`config.mk`:
```
export PLATFORM = sky130hd
export DESIGN_NAME = edge_phase_mon
export DESIGN_NICKNAME = d
export VERILOG_FILES = /design/src/rtl/edge_phase_mon_pkg.sv /design/src/rtl/edge_phase_mon_sync.sv /design/src/rtl/edge_phase_mon_select.sv /design/src/rtl/edge_phase_mon_edge.sv /design/src/rtl/edge_phase_mon.sv
export SDC_FILE = /design/constraint.sdc
export NUM_CORES = 1
export LEC_CHECK = 0
export BUFFER_PORTS_ARGS = -buffer_cell sky130_fd_sc_hd__buf_2
export CORE_MARGIN = 5
export CORE_UTILIZATION = 42
export DETAILED_ROUTE_END_ITERATION = 10
export PLACE_DENSITY = 0.7
export SLEW_MARGIN = 20
export SYNTH_ARGS = -nofsm -noshare
export SYNTH_HDL_FRONTEND = slang
export SYNTH_SLANG_ARGS = --single-unit
```
`constraint.sdc`:
```
create_clock -name clk -period 1.45 [get_ports clk]
set_input_delay 0.145 -clock clk [delete_from_list [all_inputs] [get_ports clk]]
set_output_delay 0.145 -clock clk [all_outputs]
set_load 0.02 [all_outputs]
```
`src/rtl/edge_phase_mon_pkg.sv`:
```
// Package: shared constants and types for the four-phase edge phase monitor.
// Assumes exactly four sampling phases, in order 0, 90, 180, 270 degrees.
package edge_phase_mon_pkg;
    localparam int NUM_PHASES = 4;
    localparam int SEL_W      = $clog2(NUM_PHASES);

    typedef logic [NUM_PHASES-1:0] phase_vec_t;

    localparam phase_vec_t RISE_IDLE = 4'b0000;
    localparam phase_vec_t FALL_IDLE = 4'b1111;
endpackage

```
`src/rtl/edge_phase_mon_sync.sv`:
```
// Module: multi-stage synchroniser for a vector of phase samples.
// Every bit moves through the same number of stages, so each output word
// is one coherent snapshot. Assumes STAGES >= 1.
module edge_phase_mon_sync #(
    parameter int STAGES = 2,
    parameter int WIDTH  = 4
) (
    input  logic             clk,
    input  logic             rst_n,
    input  logic [WIDTH-1:0] din,
    output logic [WIDTH-1:0] dout
);
    logic [WIDTH-1:0] stage_q [STAGES];

    for (genvar g = 0; g < STAGES; g++) begin : g_stage
        if (g == 0) begin : g_first
            // Capture the raw samples into the event clock domain.
            always_ff @(posedge clk) begin
                if (!rst_n) stage_q[g] <= '0;
                else        stage_q[g] <= din;
            end
        end else begin : g_next
            // Move the snapshot one stage further along the chain.
            always_ff @(posedge clk) begin
                if (!rst_n) stage_q[g] <= '0;
                else        stage_q[g] <= stage_q[g-1];
            end
        end
    end

    assign dout = stage_q[STAGES-1];
endmodule

```
`src/rtl/edge_phase_mon_select.sv`:
```
// Module: registered selection of one phase sample from the snapshot.
// Assumes the snapshot is already in the event clock domain.
module edge_phase_mon_select
    import edge_phase_mon_pkg::*;
(
    input  logic             clk,
    input  logic             rst_n,
    input  phase_vec_t       snap,
    input  logic [SEL_W-1:0] sel,
    output logic             sel_out
);
    // Register the chosen phase bit as the block's logic signal.
    always_ff @(posedge clk) begin
        if (!rst_n) sel_out <= 1'b0;
        else        sel_out <= snap[sel];
    end
endmodule

```
`src/rtl/edge_phase_mon_edge.sv`:
```
// Module: rising/falling edge position recorder.
// Joins the previous snapshot's last sample to the current snapshot,
// looks for transitions, and loads the snapshot (bit reversed, so bit 3 is
// the 0 degree sample) into the rising or falling register. Clear has priority.
module edge_phase_mon_edge
    import edge_phase_mon_pkg::*;
(
    input  logic       clk,
    input  logic       rst_n,
    input  phase_vec_t snap,
    input  logic       clr,
    output phase_vec_t rise_q,
    output phase_vec_t fall_q
);
    logic                  last_q;
    logic [NUM_PHASES:0]   seq;
    logic [NUM_PHASES-1:0] up_t;
    logic [NUM_PHASES-1:0] dn_t;
    logic                  rise_hit;
    logic                  fall_hit;
    phase_vec_t            pos_code;

    // Time-ordered sequence: previous 270 degree sample, then 0..270 now.
    assign seq = {snap, last_q};

    for (genvar i = 0; i < NUM_PHASES; i++) begin : g_trans
        assign up_t[i]                  = ~seq[i] &  seq[i+1];
        assign dn_t[i]                  =  seq[i] & ~seq[i+1];
        assign pos_code[NUM_PHASES-1-i] = snap[i];
    end

    assign rise_hit = |up_t;
    assign fall_hit = |dn_t;

    // Remember the latest-phase sample for the next cycle's comparison.
    always_ff @(posedge clk) begin
        if (!rst_n) last_q <= 1'b0;
        else        last_q <= snap[NUM_PHASES-1];
    end

    // Update the rising edge position register.
    always_ff @(posedge clk) begin
        if (!rst_n || clr) rise_q <= RISE_IDLE;
        else if (rise_hit) rise_q <= pos_code;
    end

    // Update the falling edge position register.
    always_ff @(posedge clk) begin
        if (!rst_n || clr) fall_q <= FALL_IDLE;
        else if (fall_hit) fall_q <= pos_code;
    end


    clear_restore_chk: assert property (@(posedge clk) disable iff (!rst_n)
        clr |=> (rise_q == RISE_IDLE && fall_q == FALL_IDLE));


    rise_hold_chk: assert property (@(posedge clk) disable iff (!rst_n)
        (!clr && !rise_hit) |=> $stable(rise_q));


    fall_hold_chk: assert property (@(posedge clk) disable iff (!rst_n)
        (!clr && !fall_hit) |=> $stable(fall_q));


    rise_wrap_chk: assert property (@(posedge clk) disable iff (!rst_n)
        (!clr && !last_q && snap == 4'b1111) |=> (rise_q == 4'b1111));


    fall_wrap_chk: assert property (@(posedge clk) disable iff (!rst_n)
        (!clr && last_q && snap == 4'b0000) |=> (fall_q == 4'b0000));
endmodule

```
`src/rtl/edge_phase_mon.sv`:
```
// Module: top level of the four-phase input edge phase monitor.
// Synchronises four phase samples, drives the selected one out, and
// records rising/falling edge positions. Assumes phase_smp bit i was
// sampled at i*90 degrees of the event clock.
module edge_phase_mon
    import edge_phase_mon_pkg::*;
#(
    parameter int SYNC_STAGES = 2
) (
    input  logic       clk,
    input  logic       rst_n,
    input  logic [3:0] phase_smp,
    input  logic [1:0] phase_sel,
    input  logic       mon_clr,
    output logic       sel_out,
    output logic [3:0] rise_pos,
    output logic [3:0] fall_pos
);
    phase_vec_t snap;

    edge_phase_mon_sync #(
        .STAGES (SYNC_STAGES),
        .WIDTH  (NUM_PHASES)
    ) u_sync (
        .clk   (clk),
        .rst_n (rst_n),
        .din   (phase_smp),
        .dout  (snap)
    );

    edge_phase_mon_select u_select (
        .clk     (clk),
        .rst_n   (rst_n),
        .snap    (snap),
        .sel     (phase_sel),
        .sel_out (sel_out)
    );

    edge_phase_mon_edge u_edge (
        .clk    (clk),
        .rst_n  (rst_n),
        .snap   (snap),
        .clr    (mon_clr),
        .rise_q (rise_pos),
        .fall_q (fall_pos)
    );


    sel_high_chk: assert property (@(posedge clk) disable iff (!rst_n)
        (snap == 4'b1111) |=> sel_out);


    sel_low_chk: assert property (@(posedge clk) disable iff (!rst_n)
        (snap == 4'b0000) |=> !sel_out);
endmodule

```
==> results of run 1 <==
## layout by cell type (no fill, tap or decap)
master and count:
nand2_1 5, mux4_1 1, inv_1 3, nand2b_1 1, buf_2 17, nor2_1 5
mux2i_1 2, a22oi_1 1, o21ai_1 4, and2_2 1, o211ai_1 1, and2b_1 1
or2_4 1, dfxtp_1 18, o22ai_1 1, clkbuf_4 3, nor3_1 4, and2_1 10
nand3_1 4, a21oi_1 4, a211oi_4 1
## cell families after synthesis
logic type,synth area share
AND/OR/NAND/NOR,0.243
flip-flops,0.514
AO/OA/AOI/OAI,0.116
buffers and inverters,0.0607
multiplexers,0.0661
## worst max-delay path, delay by kind of cell, from the launching register on
family / cells / cell delay, ps
compound gates: 2 / 470
flops: 1 / 500
simple gates: 1 / 130
buf+inv: 1 / 100
## path summary, 6_finish.rpt
path / from / end / slack (ps) / depth (start not counted)
setup reg to reg: u_sync.stage_q[1][2] / u_edge.rise_q[0] / 190 / 4
hold reg to reg: u_sync.stage_q[0][0] / u_sync.stage_q[1][0] / 440 / 1
hold / removal: phase_smp[1] / u_sync.stage_q[0][1] / 70 / 2
setup / recovery: u_sync.stage_q[1][2] / u_edge.rise_q[0] / 190 / 4
## final cells by class
class,count,share of cell area
inverters,3,0.0141
repair buffers,17,0.107
well taps,16,0.0251
flip-flops and latches,18,0.452
multi-input cells,47,0.374
clock buffers,3,0.0283
## flip-flops by register name, summed over array words and instances (netlist names)
name / cells
u_sync.stage_q: 8
u_edge.last_q: 1
u_edge.fall_q: 4
u_edge.rise_q: 4
u_select.sel_out: 1
## routing by layer
metal,vias up,part of all wire
li1,272,-
met1,234,0.44
met2,11,0.49
met3,4,0.053
met4,0,0.020
met5,-,0
## power by group through the flow
stage                     Clock, uW  Combinational (uW)  Sequential, uW
after floorplan                   0                61.9             545
after global placement            0                89.1             541
after detailed placement          0                90.4             542
after CTS                       247                90.6             530
after global routing            269                 101             534
final                           230                88.7             530
## synth_stat cells
cell | instances | area (um2)
a211oi_4 | 1 | 20.0
a21oi_1 | 4 | 20.0
a22oi_1 | 1 | 7.51
and2_1 | 10 | 62.6
and2_2 | 1 | 7.51
and2b_1 | 1 | 7.51
buf_6 | 2 | 22.5
clkbuf_1 | 1 | 3.75
clkbuf_2 | 1 | 5.00
dfxtp_1 | 18 | 360
inv_1 | 3 | 11.3
mux2i_1 | 2 | 20.0
mux4_1 | 1 | 26.3
nand2_1 | 5 | 18.8
nand2b_1 | 1 | 6.26
nand3_1 | 4 | 20.0
nor2_1 | 5 | 18.8
nor3_1 | 4 | 20.0
o211ai_1 | 1 | 7.51
o21ai_1 | 4 | 20.0
o22ai_1 | 1 | 6.26
or2_4 | 1 | 8.76
## per-stage QoR
stage                     total power (uW)  utilization
final                                  849        0.517
after detailed placement               632        0.502
after global placement                 630        0.502
after global routing                   904        0.517
after CTS                              868        0.517
after floorplan                        607            -
==> impl_metrics.ini, run 1 <==
[worst_setup_path]
endpoint_kind = register
worst_path_max_delay_cell = dfxtp_1
crit_fanout = 10
worst_ep_required_time_ps = 1670
cp-start-kind = register
crit_type = register to register
crit_chain = inv_1 > a22oi_1 > nand3_1 > a21oi_1
worstPathArrival_ps = 1470
max_stage_delay_ps = 500

[place]
port_buffers = 17
dpl.hpwl_um = 890
placed_cell_area_um2 = 774
post-place-ws_ps = 206
gp_congestion = 0.773
dpl.cell_count = 101

[cells_and_area]
stdcell_count = 104
nFillCells = 151
n_antenna_cell = 0
area_growth_pct = 13.7
multiInputGateArea_um2 = 298
regArea_um2 = 360
drive_above_1_share = 0.261
fin_area_um2 = 797
finalNetCount = 99

[floorplanning]
die_y_um = 50.8
die_x_um = 50.8
start_util = 0.455
io_pins = 18
die_area_um2 = 2590
core_um2 = 1540
rows = 14

[clock_network]
cts_tree = done
holdBufCountCts = 0
cts_setup_buffers = 0
post_cts_resize_count = 0
clock_latency_ps = 280
cts.path.max_buffers = 2
clkTransAtPathRegs_ps = 90
clock_tree.root_cell = clkbuf_4
numCtsBuffers = 3
htreeDepth = 1
numClockSinks = 18

[min_path]
holdCritPathClass = primary input to register

[detailed_routing]
drt_iter0_drc = 4
vias = 521
route.final.wire_length_um = 1150
routed_via_density = 5.01
first_pass_iters = 3
ant_nets = 0
drc = 0
wire_per_inst_um = 11.1

[timing]
fin_crit_ps = 1260
finClkSkew_ps = 0.611
fin_crit_sh = 0.867
final-setup-viol-count = 0
final_hold_viol_count = 0
slew_violations = 0
rsz0062_at_grt = false
hold_ws_ps = 65.5
worst_pin_slew_ps = 317
setup_tns_ps = 0
slew_headroom = 0.783
setup_slack_ps = 193
fmax_mhz = 796

[pwr]
power.density_nw_per_um2 = 1070
p_seq_frac = 0.624
pwr-share-comb = 0.105
switchingPower_uw = 196
cellInternalPower_uw = 653
peakVddDrop_uv = 608
switching_share = 0.231
clkPwrFrac = 0.271
leakage_uw = 0.000336

[synth]
seq_area_frac_synth = 0.514
netlist_instances = 72
synth.distinct_cells = 22
synth.net_count = 81
synth-seq-cells = 18
yosysWarnings = 0
syn_avg_cell_area_um2 = 9.73
syn-cell-area_um2 = 701

[grt]
grt_use_met3 = 0.0349
grt.total_usage = 0.102
grt_max_degree = 13
grt-busiest-layer = met2
gr-total-overflow = 0
met1_usage = 0.113
grt_pass1_wl_um = 2040
grt_pass1_vias = 485
antenna_found_initial = 0
gr-usage-met2 = 0.171

[flow_run]
cap_violations = 0

[run_status]
status = finished clean
(Power assumes the default switching activity.)
==> run 2, diff against run 1 <==
--- a/config.mk
+++ b/config.mk
@@ -7,9 +7,9 @@
 export LEC_CHECK = 0
 export BUFFER_PORTS_ARGS = -buffer_cell sky130_fd_sc_hd__buf_2
 export CORE_MARGIN = 5
-export CORE_UTILIZATION = 42
+export CORE_UTILIZATION = 49
 export DETAILED_ROUTE_END_ITERATION = 10
-export PLACE_DENSITY = 0.7
+export PLACE_DENSITY = 0.79
 export SLEW_MARGIN = 20
 export SYNTH_ARGS = -nofsm -noshare
 export SYNTH_HDL_FRONTEND = slang
==> run 2 against run 1 <==
Effect of this change:
- clock skew rose by 2.4 ps
- count of clock-buffer cells in the layout unchanged
- critical path depth unchanged
- via count is 2.9% higher
- sequential power is essentially flat
- global-route usage grew 2.2 points
- sequential cell count did not move
- critical endpoint is now u_edge.rise_q[3]
- largest cell class unchanged
==> impl_metrics.ini, run 2 (same netlist as run 1, synthesis figures left out) <==
[worst_setup_path]
worstPathArrival_ps = 1480
worst_ep_required_time_ps = 1680
crit_type = register to register
r2r-end = u_edge.rise_q[3]
r2r_start = u_sync.stage_q[1][2]
r2r_cells = 4
critPathLaunch = u_sync.stage_q[1][2]
reg2reg_slack_ps = 200
cp-start-kind = register
crit_fanout = 10
endpoint_kind = register

[place]
placed_cell_area_um2 = 773
dpl.cell_count = 100
port_buffers = 17
dpl.hpwl_um = 903
gp_congestion = 0.789

[min_path]
holdCritPathClass = primary input to register
hold_start = phase_smp[3]
min_to = u_sync.stage_q[0][3]
hold_path_depth = 2

[pwr]
peakVddDrop_uv = 766
pwr-share-comb = 0.105
clkPwrFrac = 0.277
p_seq_frac = 0.618
leakage_uw = 0.000336
switchingPower_uw = 204
cellInternalPower_uw = 653
switching_share = 0.238
power.density_nw_per_um2 = 1080

[detailed_routing]
drt_iter0_drc = 5
first_pass_iters = 4
routed_via_density = 5.20
ant_nets = 0
route.final.wire_length_um = 1180
vias = 536
wire_per_inst_um = 11.4
drc = 0

[cells_and_area]
max_flop_register = u_sync.stage_q
area_growth_pct = 13.6
fin_area_um2 = 796
final_cell_mix = 18 x dfxtp_1, 17 x buf_2, 10 x and2_1
mostFrequentLayoutCell = dfxtp_1
n_antenna_cell = 0
stdcell_count = 103
finalNetCount = 99
largest_registers = u_sync.stage_q x8, u_edge.fall_q x4, u_edge.rise_q x4
drive_above_1_share = 0.261
largest_register_ffs = 8

[grt]
grt_max_degree = 13
grt_pass1_vias = 481
antenna_found_initial = 0
grt_pass1_wl_um = 1930
gr-total-overflow = 0
grt.total_usage = 0.124

[clock_network]
clock_tree.root_cell = clkbuf_4
cts_setup_buffers = 0
clock_latency_ps = 290
cts.path.max_buffers = 2
post_cts_resize_count = 0
clkTransAtPathRegs_ps = 90
numCtsBuffers = 3
numClockSinks = 18
cts_tree = done
htreeDepth = 1
holdBufCountCts = 0

[timing]
hold_ws_ps = 51.7
slew_violations = 0
final_hold_viol_count = 0
fin_crit_sh = 0.865
setup_tns_ps = 0
worst_pin_slew_ps = 326
fmax_mhz = 798
slew_headroom = 0.776
final-setup-viol-count = 0
rsz0062_at_grt = false
fin_crit_ps = 1250
finClkSkew_ps = 3.00

[floorplanning]
io_pins = 18
start_util = 0.525
die_x_um = 47.8
die_y_um = 47.8
rows = 13
core_um2 = 1330
die_area_um2 = 2290

[run_status]
status = finished clean

[flow_run]
cap_violations = 0
-- run 2: cell counts in the layout (fill, tap and decap cells not counted) --
No cell type changed its count.
-- run 2: metal layers --
layer	track usage	part of all wire	vias up
met5	0	0	-
met4	0.0968	0.031	0
met3	0.0338	0.061	5
met2	0.198	0.49	15
met1	0.138	0.42	244
li1	-	-	272
-- run 2: metrics by stage --
| stage | worst slack, ps | total power (uW) | utilization |
|---|---|---|---|
| after floorplan | 278 | 607 | - |
| after global placement | 257 | 629 | 0.580 |
| after detailed placement | 211 | 632 | 0.580 |
| after CTS | 194 | 863 | 0.597 |
| after global routing | 89.1 | 906 | 0.597 |
| final | 196 | 857 | 0.597 |
-- run 2: final cells by class --
| type | instances | area, um2 |
|---|---|---|
| Inverter | 3 | 11.3 |
| Tap cell | 15 | 18.8 |
| Multi-Input combinational cell | 47 | 298 |
| Timing Repair Buffer | 17 | 85.1 |
| Clock buffer | 3 | 22.5 |
| Sequential cell | 18 | 360 |
| Fill cell | 121 | 538 |
-- run 2: worst max-delay path by stage --
stage / endpoint / slack, ps / cells after the start
after floorplan: u_select.sel_out / 280 / 3
after global placement: u_edge.rise_q[1] / 260 / 4
after detailed placement: u_edge.rise_q[3] / 210 / 4
after CTS: u_edge.rise_q[3] / 190 / 4
after global routing: u_edge.rise_q[0] / 90 / 4
final: u_edge.rise_q[3] / 200 / 4
-- run 2: critical path, cell delays in order, from the launching register on --
cell     delay (ps)
dfxtp_1         490
inv_1           100
a22oi_1         330
nand3_1         130
a21oi_1         160
-- run 2: power groups by stage --
stage,Combinational [uW],Sequential (uW),Clock [uW]
after floorplan,61.9,545,0
after global routing,101,533,272
after detailed placement,90.7,542,0
after global placement,88.8,541,0
after CTS,91.0,530,242
final,89.6,530,238
==> run 3, diff against run 2 <==
--- a/config.mk
+++ b/config.mk
@@ -9,7 +9,8 @@
 export CORE_MARGIN = 5
 export CORE_UTILIZATION = 49
 export DETAILED_ROUTE_END_ITERATION = 10
-export PLACE_DENSITY = 0.79
+export PLACE_DENSITY = 0.81
+export SKIP_CTS_REPAIR_TIMING = 1
 export SLEW_MARGIN = 20
 export SYNTH_ARGS = -nofsm -noshare
 export SYNTH_HDL_FRONTEND = slang
==> run 3 against run 2 <==
Effect of this change:
- setup slack gained 1.8 ps
- worst hold slack gained 7.0 ps
- critical path depth is the same
- cell count grew 0.97%
- global-route usage grew 0.28 points
==> impl_metrics.ini, run 3 (same netlist as run 1, synthesis figures left out) <==
[run_status]
status = finished clean

[floorplanning]
io_pins = 18
start_util = 0.525
core_um2 = 1330
die_x_um = 47.8
die_y_um = 47.8
die_area_um2 = 2290
rows = 13

[detailed_routing]
routed_via_density = 5.10
ant_nets = 0
wire_per_inst_um = 11.4
drt_iter0_drc = 8
first_pass_iters = 3
vias = 530
drc = 0
route.final.wire_length_um = 1180

[grt]
grt_max_degree = 13
met1_usage = 0.142
gr-total-overflow = 0
grt.total_usage = 0.127
grt-busiest-layer = met2
grt_pass1_wl_um = 1960
antenna_found_initial = 0
grt_use_met3 = 0.0677
gr-usage-met2 = 0.203
grt_pass1_vias = 495

[timing]
final_hold_viol_count = 0
fin_crit_sh = 0.863
final-setup-viol-count = 0
slew_headroom = 0.758
setup_tns_ps = 0
slew_violations = 0
rsz0062_at_grt = false
fin_crit_ps = 1250
worst_pin_slew_ps = 353
fmax_mhz = 799
finClkSkew_ps = 6.64

[cells_and_area]
mostFrequentLayoutCell = dfxtp_1
stdcell_count = 104
drive_above_1_share = 0.270
largest_register_ffs = 8
nFillCells = 117
n_antenna_cell = 0
area_growth_pct = 15.5
max_flop_register = u_sync.stage_q
largest_registers = u_sync.stage_q x8, u_edge.fall_q x4, u_edge.rise_q x4
finalNetCount = 99
final_cell_mix = 18 x dfxtp_1, 17 x buf_2, 10 x and2_1

[clock_network]
clock_tree.root_cell = clkbuf_4
clkTransAtPathRegs_ps = 90
htreeDepth = 1
clock_latency_ps = 290
cts.path.max_buffers = 2
numClockSinks = 18
cts_tree = done
numCtsBuffers = 3

[place]
dpl.hpwl_um = 906
port_buffers = 17
gp_congestion = 0.745
dpl.cell_count = 100

[pwr]
leakage_uw = 0.000343
power.density_nw_per_um2 = 1130
peakVddDrop_uv = 849

[flow_run]
cap_violations = 0

[worst_setup_path]
worstPathArrival_ps = 1470
crit_type = register to register
crit_fanout = 8
cp-start-kind = register
endpoint_kind = register
worst_ep_required_time_ps = 1670

[min_path]
holdCritPathClass = primary input to register
[run 3: cell types whose count changed in the layout (fill, tap and decap cells not counted), sizes merged]
cell    delta
clkbuf     +1
[run 3: stage by stage]
step / cell area (um2) / hold WS [ps] / total power, uW / util / setup slack, ps
6_report: 810 / 58.7 / 919 / 0.607 / 198
5_1_grt: 810 / 49.8 / 967 / 0.607 / 56.3
4_1_cts: 810 / 42.9 / 936 / 0.607 / 196
3_5_place_dp: 773 / 354 / 632 / 0.580 / 224
3_3_place_gp: 773 / 349 / 629 / 0.580 / 268
2_1_floorplan: 701 / 272 / 607 / - / 278
[run 3: area by class of cell]
class | instances | area, um2 | area share
multi-input combinational | 47 | 298 | 0.368
timing repair buffer | 17 | 85.1 | 0.105
sequential | 18 | 360 | 0.445
clock buffer | 4 | 36.3 | 0.0448
tap | 15 | 18.8 | 0.0232
inverter | 3 | 11.3 | 0.0139
[run 3: path summary, 6_finish.rpt]
kind	from	depth (start not counted)	to	slack, ps
setup / recovery	u_sync.stage_q[1][0]	4	u_edge.rise_q[0]	200
hold / removal	phase_smp[1]	2	u_sync.stage_q[0][1]	60
setup reg to reg	u_sync.stage_q[1][0]	4	u_edge.rise_q[0]	200
hold reg to reg	u_sync.stage_q[0][2]	1	u_sync.stage_q[1][2]	430
[run 3: metal layers]
layer | part of all wire | routed length, um
met1 | 0.43 | 506
met2 | 0.48 | 568
met3 | 0.083 | 98
met4 | 0.0076 | 9
met5 | 0 | 0
[run 3: power breakdown]
group	switching, uW	internal (uW)
logic	48.1	42.4
clock network	145	153
registers	15.5	514
[run 3: worst max-delay path, stage by stage (launching register included)]
cell	delay [ps]
dfxtp_1	520
inv_1	100
mux2i_1	300
nand3_1	120
a21oi_1	150
